===== config.mk =====
export PLATFORM = sky130hd
export DESIGN_NAME = hzd_stall_ctrl
export DESIGN_NICKNAME = d
export VERILOG_FILES = /design/src/rtl/hzd_pkg.sv /design/src/rtl/hzd_src_match.sv /design/src/rtl/hzd_stall_seq.sv /design/src/rtl/hzd_stall_ctrl.sv
export SDC_FILE = /design/constraint.sdc
export NUM_CORES = 1
export LEC_CHECK = 0
export ABC_AREA = 1
export BUFFER_PORTS_ARGS = -buffer_cell sky130_fd_sc_hd__buf_4
export CORE_AREA = 2 2 39 41
export DETAILED_ROUTE_END_ITERATION = 10
export DIE_AREA = 0 0 41 43
export PLACE_DENSITY = 0.73
export SETUP_SLACK_MARGIN = 0.2
export SYNTH_ARGS = -nofsm -noshare
export SYNTH_HDL_FRONTEND = slang
export SYNTH_SLANG_ARGS = --single-unit

===== constraint.sdc =====
create_clock -name clk -period 2.3 [get_ports clk]
set_input_delay 0.46 -clock clk [delete_from_list [all_inputs] [get_ports clk]]
set_output_delay 0.46 -clock clk [all_outputs]
set_load 0.1 [all_outputs]

===== src/rtl/hzd_pkg.sv =====
package hzd_pkg;

    // Match result of one producer against the two decode sources
    typedef struct packed {
        logic rs;
        logic rt;
    } src_hit_t;

endpackage


===== src/rtl/hzd_src_match.sv =====
module hzd_src_match
    import hzd_pkg::*;
#(
    parameter int REG_W = 5
) (
    input  logic             wr_en,
    input  logic [REG_W-1:0] dst,
    input  logic [REG_W-1:0] src_rs,
    input  logic [REG_W-1:0] src_rt,
    output src_hit_t         hit
);

    logic live;

    // Register 0 is hardwired and never carries a dependency
    assign live   = wr_en && (dst != '0);
    assign hit.rs = live && (dst == src_rs);
    assign hit.rt = live && (dst == src_rt);

endmodule


===== src/rtl/hzd_stall_seq.sv =====
module hzd_stall_seq #(
    parameter int SHORT_CYCLES = 1,
    parameter int LONG_CYCLES  = 2
) (
    input  logic clk,
    input  logic rst_n,
    input  logic start_short,
    input  logic start_long,
    output logic stall
);

    localparam int CW = (LONG_CYCLES > 1) ? $clog2(LONG_CYCLES) + 1 : 1;
    localparam logic [CW-1:0] SHORT_LEFT = CW'(SHORT_CYCLES - 1);
    localparam logic [CW-1:0] LONG_LEFT  = CW'(LONG_CYCLES - 1);

    typedef struct packed {
        logic [CW-1:0] left;
    } seq_t;

    seq_t q, d;
    logic [CW-1:0] carry_on;
    logic [CW-1:0] fresh;

    always_comb begin
        d        = q;
        carry_on = (q.left != '0) ? q.left - 1'b1 : '0;
        if (start_long)
            fresh = LONG_LEFT;
        else if (start_short)
            fresh = SHORT_LEFT;
        else
            fresh = '0;
        // Keep the longer of the pending and the newly requested wait
        d.left = (fresh > carry_on) ? fresh : carry_on;
        stall  = (q.left != '0) || start_short || start_long;
    end

    always_ff @(posedge clk or negedge rst_n) begin
        if (!rst_n)
            q <= '0;
        else
            q <= d;
    end

endmodule


===== src/rtl/hzd_stall_ctrl.sv =====
module hzd_stall_ctrl
    import hzd_pkg::*;
#(
    parameter int REG_W        = 5,
    parameter int SHORT_CYCLES = 1,
    parameter int LONG_CYCLES  = 2
) (
    input  logic             clk,
    input  logic             rst_n,
    input  logic [REG_W-1:0] dec_rs,
    input  logic [REG_W-1:0] dec_rt,
    input  logic             dec_is_branch,
    input  logic             dec_br_taken,
    input  logic             ex_mem_read,
    input  logic             ex_reg_write,
    input  logic [REG_W-1:0] ex_dst,
    input  logic             mem_mem_read,
    input  logic [REG_W-1:0] mem_dst,
    output logic             pc_hold,
    output logic             ifid_hold,
    output logic             idex_bubble,
    output logic             ifid_flush
);

    src_hit_t ex_hit;
    src_hit_t mem_hit;
    logic     ex_dep;
    logic     mem_dep;
    logic     start_short;
    logic     start_long;
    logic     stall;

    hzd_src_match #(.REG_W(REG_W)) ex_match_i (
        .wr_en  (ex_reg_write || ex_mem_read),
        .dst    (ex_dst),
        .src_rs (dec_rs),
        .src_rt (dec_rt),
        .hit    (ex_hit)
    );

    // Only a load two stages ahead is out of reach for a decode compare
    hzd_src_match #(.REG_W(REG_W)) mem_match_i (
        .wr_en  (mem_mem_read),
        .dst    (mem_dst),
        .src_rs (dec_rs),
        .src_rt (dec_rt),
        .hit    (mem_hit)
    );

    always_comb begin
        ex_dep      = ex_hit.rs || ex_hit.rt;
        mem_dep     = mem_hit.rs || mem_hit.rt;
        start_long  = dec_is_branch && ex_mem_read && ex_dep;
        start_short = (!dec_is_branch && ex_mem_read && ex_dep)
                   || (dec_is_branch && !ex_mem_read && ex_dep)
                   || (dec_is_branch && mem_dep);
    end

    hzd_stall_seq #(
        .SHORT_CYCLES (SHORT_CYCLES),
        .LONG_CYCLES  (LONG_CYCLES)
    ) seq_i (
        .clk         (clk),
        .rst_n       (rst_n),
        .start_short (start_short),
        .start_long  (start_long),
        .stall       (stall)
    );

    assign pc_hold     = stall;
    assign ifid_hold   = stall;
    assign idex_bubble = stall;
    assign ifid_flush  = dec_is_branch && dec_br_taken && !stall;

endmodule


* Word-level counts from Yosys, hierarchy flattened
Index checks and enable logic that the tools add are counted.
Cells by class: add/sub/neg operators 1, $lt $le $gt $ge 1, equality and inequality tests 4, multiplexer cells 3, reduce and logical (&&, ||, !) cells 28
Operators with widths (number):
- $eq 5x5->1 | 4
- $logic_and 1x1->1 | 15
- $reduce_bool 5->1 | 2
- $logic_or 1x1->1 | 7
- $mux 2 | 2
- $logic_not 1->1 | 3
- $gt 1x2->1 | 1
- $reduce_bool 2->1 | 1
- $sub 2x1->2 const B | 1
- $mux 1 | 1
Word-level totals: bits in registers 2, input port bits 27, output and inout bits 4, logic and storage cells 38

* Logic depth before layout (Yosys ltp)
word-level depth 11, mapped depth 11, mapped depth without buffers 11

* Hierarchy
From an unflattened synthesis, not the netlist that was laid out.
Second synthesis, totals: cell total of the unflattened synthesis 126, area, all modules 559.3 µm²
By module, submodules not included:
- hzd_src_match | instances 2, cells an instance 49, area each 198.9 µm², sequential area each 0.0 µm²
- hzd_stall_seq | instances 1, cells an instance 12, area each 87.6 µm², sequential area each 50.0 µm²
- hzd_stall_ctrl | instances 1, cells an instance 16, area each 73.8 µm², sequential area each 0.0 µm²

* Worst setup path after synthesis
No wires, ideal clock.
kind input -> output, from in ex_dst[1], to out ifid_flush, arrival time 2.246 ns, required time 1.840 ns, setup slack -0.406 ns, stages on the path 9, path buffers 0, cell sequence nor3_1 -> nand3_1 -> o21ai_1 -> inv_1 -> nand2_2 -> nand2_1 -> nand2_1 -> nand2_2 -> nor2_2
Between the ends: cells in the longest elaborated chain, start to end 11, elaborated cells between the ends (all ways) 16, those cells by class eq/ne (2); reduce/logical (14)
RTL lines:
- start: declaration | line hzd_stall_ctrl.sv:16 | input logic [REG_W-1:0] ex_dst,
- $reduce_bool 5->1 | line hzd_src_match.sv:16 | assign live = wr_en && (dst != '0);
- $logic_and 1x1->1 | line hzd_src_match.sv:16
- $logic_and 1x1->1, on equally long branches | line hzd_src_match.sv:17, hzd_src_match.sv:18
- $logic_or 1x1->1 * | line hzd_stall_ctrl.sv:51 | ex_dep = ex_hit.rs || ex_hit.rt;
- $logic_and 1x1->1, on equally long branches | line hzd_stall_ctrl.sv:54, hzd_stall_ctrl.sv:55
- $logic_or 1x1->1 | line hzd_stall_ctrl.sv:55 | || (dec_is_branch && !ex_mem_read && ex_dep)
- $logic_or 1x1->1 | line hzd_stall_ctrl.sv:56 | || (dec_is_branch && mem_dep);
- $logic_or 1x1->1 | line hzd_stall_seq.sv:35 | stall = (q.left != '0) || start_short || start_long;
- $logic_or 1x1->1 * | line hzd_stall_seq.sv:35
- net idex_bubble | line hzd_stall_ctrl.sv:21 | output logic idex_bubble,
- $logic_not 1->1 * | line hzd_stall_ctrl.sv:73 | assign ifid_flush = dec_is_branch && dec_br_taken && !stall;
- $logic_and 1x1->1 * | line hzd_stall_ctrl.sv:73
- end: declaration | line hzd_stall_ctrl.sv:22 | output logic ifid_flush
The timed path passes the listed nets; every way through them passes the cells marked *.

* Final worst setup path
from in ex_dst[2], to out ifid_hold
Between the ends: cells in the longest elaborated chain, start to end 9, elaborated cells between the ends (all ways) 14, those cells by class eq/ne (2); reduce/logical (12)
RTL lines:
- $reduce_bool 5->1 | line hzd_src_match.sv:16
- $logic_and 1x1->1 | line hzd_src_match.sv:16
- $logic_and 1x1->1, on equally long branches | line hzd_src_match.sv:17, hzd_src_match.sv:18
- $logic_or 1x1->1 * | line hzd_stall_ctrl.sv:51
- $logic_and 1x1->1, on equally long branches | line hzd_stall_ctrl.sv:54, hzd_stall_ctrl.sv:55
- $logic_or 1x1->1 | line hzd_stall_ctrl.sv:55
- $logic_or 1x1->1 | line hzd_stall_ctrl.sv:56
- $logic_or 1x1->1 | line hzd_stall_seq.sv:35
- $logic_or 1x1->1 * | line hzd_stall_seq.sv:35
- end: declaration | line hzd_stall_ctrl.sv:20 | output logic ifid_hold,
Mark *: on every way between the ends. The rest lies on a longest branch, timed or not.

==> run_results.csv <==
group,metric,value,unit
place,dpl.hpwl,1140,um
clocking,htreeDepth,1,
hold_path,whs_path_depth,2,
finish,design_area,822,um^2
power,swShare,0.424,
clocking,cts_tree,"yes",
worst_setup_path,r2r_start,"seq_i.q[1]",
finish,top_regs,"seq_i.q (2)",
power,pwr-share-comb,0.596,
clocking,cts_buffers,3,
worst_setup_path,max_stage_delay,290,ps
global_route,overflow,0,
place,dp_cells,154,
finish,fillers,157,
power,clock_power_share,0.276,
job,drv_cap,0,
clocking,clk_pin_slew,30,ps
clocking,cts_setup_buffers,0,
floorplanning,die_height,43,um
global_route,grt_pass1_vias,569,
finish,multi_input_area,395,um^2
hold_path,hp-start,"seq_i.q[0]",
worst_setup_path,cp_cell_sequence,"buf_4, inv_1, nand2_1, nand2_1, nor2_1, nand3_1, nand2_1, nand2_2, nand2_1, nand2_2, nand2_8, buf_4",
detailed_routing,drcViolationCount,0,
worst_setup_path,worst-path-buf-inv,3,
detailed_routing,drt_iter0_drc,15,
detailed_routing,ant_nets,0,
sta,relSlewSlack,0.777,
sta,period_needed,2080,ps
finish,mostFrequentLayoutCell,"nand2_1",
power,seq_power_share,0.128,
finish,syn_to_final_growth,59.9,%
worst_setup_path,r2r_cells,1,
place,port_buffers,30,
sta,max_freq,0.482,GHz
clocking,insertion_delay,230,ps
detailed_routing,vias,692,
finish,final_cell_mix,"52 x nand2_1, 29 x buf_4, 23 x inv_1",
synthesis,yosysWarnings,0,
worst_setup_path,cp_max_fo,4,
floorplanning,die_area,1760,um^2
place,place_area,771,um^2
clocking,clockBufferDepth,2,
power,ir_worst_vdd,0.000112,V
sta,period_share,0.903,
sta,finalMaxSlewViolations,0,
sta,rsz0062_at_grt,"yes",
sta,fin_hold_ws,491,ps
synthesis,yosysSeqAreaShare,0.0973,
finish,largest_register_ffs,2,
synthesis,synth_seq_cells,2,
detailed_routing,drt-vias-per-instance,4.38,
worst_setup_path,criticalPathCategory,"in -> out",
worst_setup_path,setup.worst_path.start,"ex_dst[2]",
worst_setup_path,reg2reg_to,"seq_i.q[0]",
hold_path,hold_end,"seq_i.q[1]",
sta,worst_pin_slew,334,ps
hold_path,hold_class,"reg -> reg",
power,cell_internal_pwr,0.161,mW
global_route,grt_pass1_wl,2140,um
global_route,grtUsageTotal,0.173,
sta,fin_tns_setup,0,ps
sta,clock_skew,3.58,ps
power,switching_power,0.119,mW
synthesis,synth_cells,110,
sta,hold_violations,0,
finish,max_flop_register,"seq_i.q",
sta,setup_viol,0,
run_status,outcome,"completed",
worst_setup_path,crit_required,1840,ps
synthesis,synth_area_per_cell,4.67,um^2
worst_setup_path,cp_slowest_cell,"buf_4",
detailed_routing,wirelength,1340,um
worst_setup_path,path_delay_family,"simple AND/OR/NAND/NOR gates",
detailed_routing,avgRoutedWirePerCell,8.47,um
clocking,clock_sinks,2,
floorplanning,boundaryPins,31,
place,globalplace.congestion,0.822,
finish,diodes,0,
floorplanning,die_w,41,um
synthesis,syn-cell-area,514,um^2
worst_setup_path,rrSetupSlack,1620,ps
floorplanning,fp.coreArea,1380,um^2
global_route,antenna_found_initial,0,
worst_setup_path,cpMostUsedCell,"nand2_1",
power,total_power,0.280,mW
global_route,grt_max_degree,5,
worst_setup_path,cp-start-kind,"primary input",
finish,drive_gt1_frac,0.275,
finish,fin_nets,171,
power,leakagePower,0.543,nW
finish,instances_no_fill,158,
floorplanning,rows,14,
power,power.density,341,nW/um^2
clocking,cts-root-buf,"clkbuf_4",
synthesis,synth_fp_nets,137,
detailed_routing,dr.pass1.iters,4,
worst_setup_path,endpoint_kind,"primary output",
finish,ff_latch_area,50.0,um^2
synthesis,ys_types,14,
worst_setup_path,arrival,1620,ps
floorplanning,initial_core_util,0.372,
power groups by stage:
stage                     Sequential [mW]  Combinational (mW)  Clock [mW]
after global placement             0.0363               0.159           0
after global routing               0.0360               0.182      0.0841
after CTS                          0.0360               0.164      0.0820
after floorplan                    0.0363               0.101           0
after detailed placement           0.0363               0.161           0
final                              0.0360               0.167      0.0773
cells in the mapped netlist, drive strengths merged:
library cell | count | area, um^2
xor2 | 1 | 8.76
dfrtp | 2 | 50.1
inv | 23 | 86.3
nor2 | 11 | 43.8
buf | 2 | 15.0
nand3 | 7 | 35.0
nor3 | 2 | 10.0
xnor2 | 4 | 35.0
or2 | 1 | 6.26
o21a | 1 | 7.51
nand2 | 55 | 211
o21ai | 1 | 5.00
worst max path at each step:
stage	cells past startpoint	slack, ps	to
2_1_floorplan	9	120	ifid_flush
3_3_place_gp	11	170	ifid_flush
3_5_place_dp	11	160	ifid_flush
4_1_cts	11	200	ifid_flush
5_1_grt	12	160	ifid_hold
6_report	12	220	ifid_hold
per-layer routing:
| metal | wire (um) | part of all wire | vias to the layer above | track usage |
|---|---|---|---|---|
| li1 | - | - | 382 | - |
| met1 | 580 | 0.43 | 288 | 0.222 |
| met2 | 665 | 0.50 | 20 | 0.266 |
| met3 | 82 | 0.061 | 2 | 0.0157 |
| met4 | 10 | 0.0075 | 0 | 0.100 |
| met5 | 0 | 0 | - | 0 |
through the flow:
step | setup slack, ps | utilization
2_1_floorplan | 121 | -
4_1_cts | 202 | 0.583
3_5_place_dp | 157 | 0.557
6_report | 224 | 0.594
3_3_place_gp | 171 | 0.557
5_1_grt | 156 | 0.594
area by class of cell:
| cell class | instances | share of cell area |
|---|---|---|
| multi-input cells | 83 | 0.481 |
| clock buffers | 3 | 0.0274 |
| well taps | 16 | 0.0244 |
| repair buffers | 31 | 0.301 |
| flip-flops and latches | 2 | 0.0609 |
| inverters | 23 | 0.105 |
timing repair:
action                                  CTS  global route
resized for setup                         1             3
pin swaps                                 0             2
hold buffers                              1             0
hold endpoints to repair                  1             0
endpoints found under the setup margin    1             4
kinds of logic (layout without fill, tap and decap cells):
kind of cell / count (synthesis) / in the layout / synth area share
AO/OA/AOI/OAI: 2 / 2 / 0.0243
XOR/XNOR: 5 / 5 / 0.0852
flip-flops: 2 / 2 / 0.0973
buffers and inverters: 25 / 57 / 0.197
AND/OR/NAND/NOR: 76 / 76 / 0.596
Power figures use the tool's default switching activity.
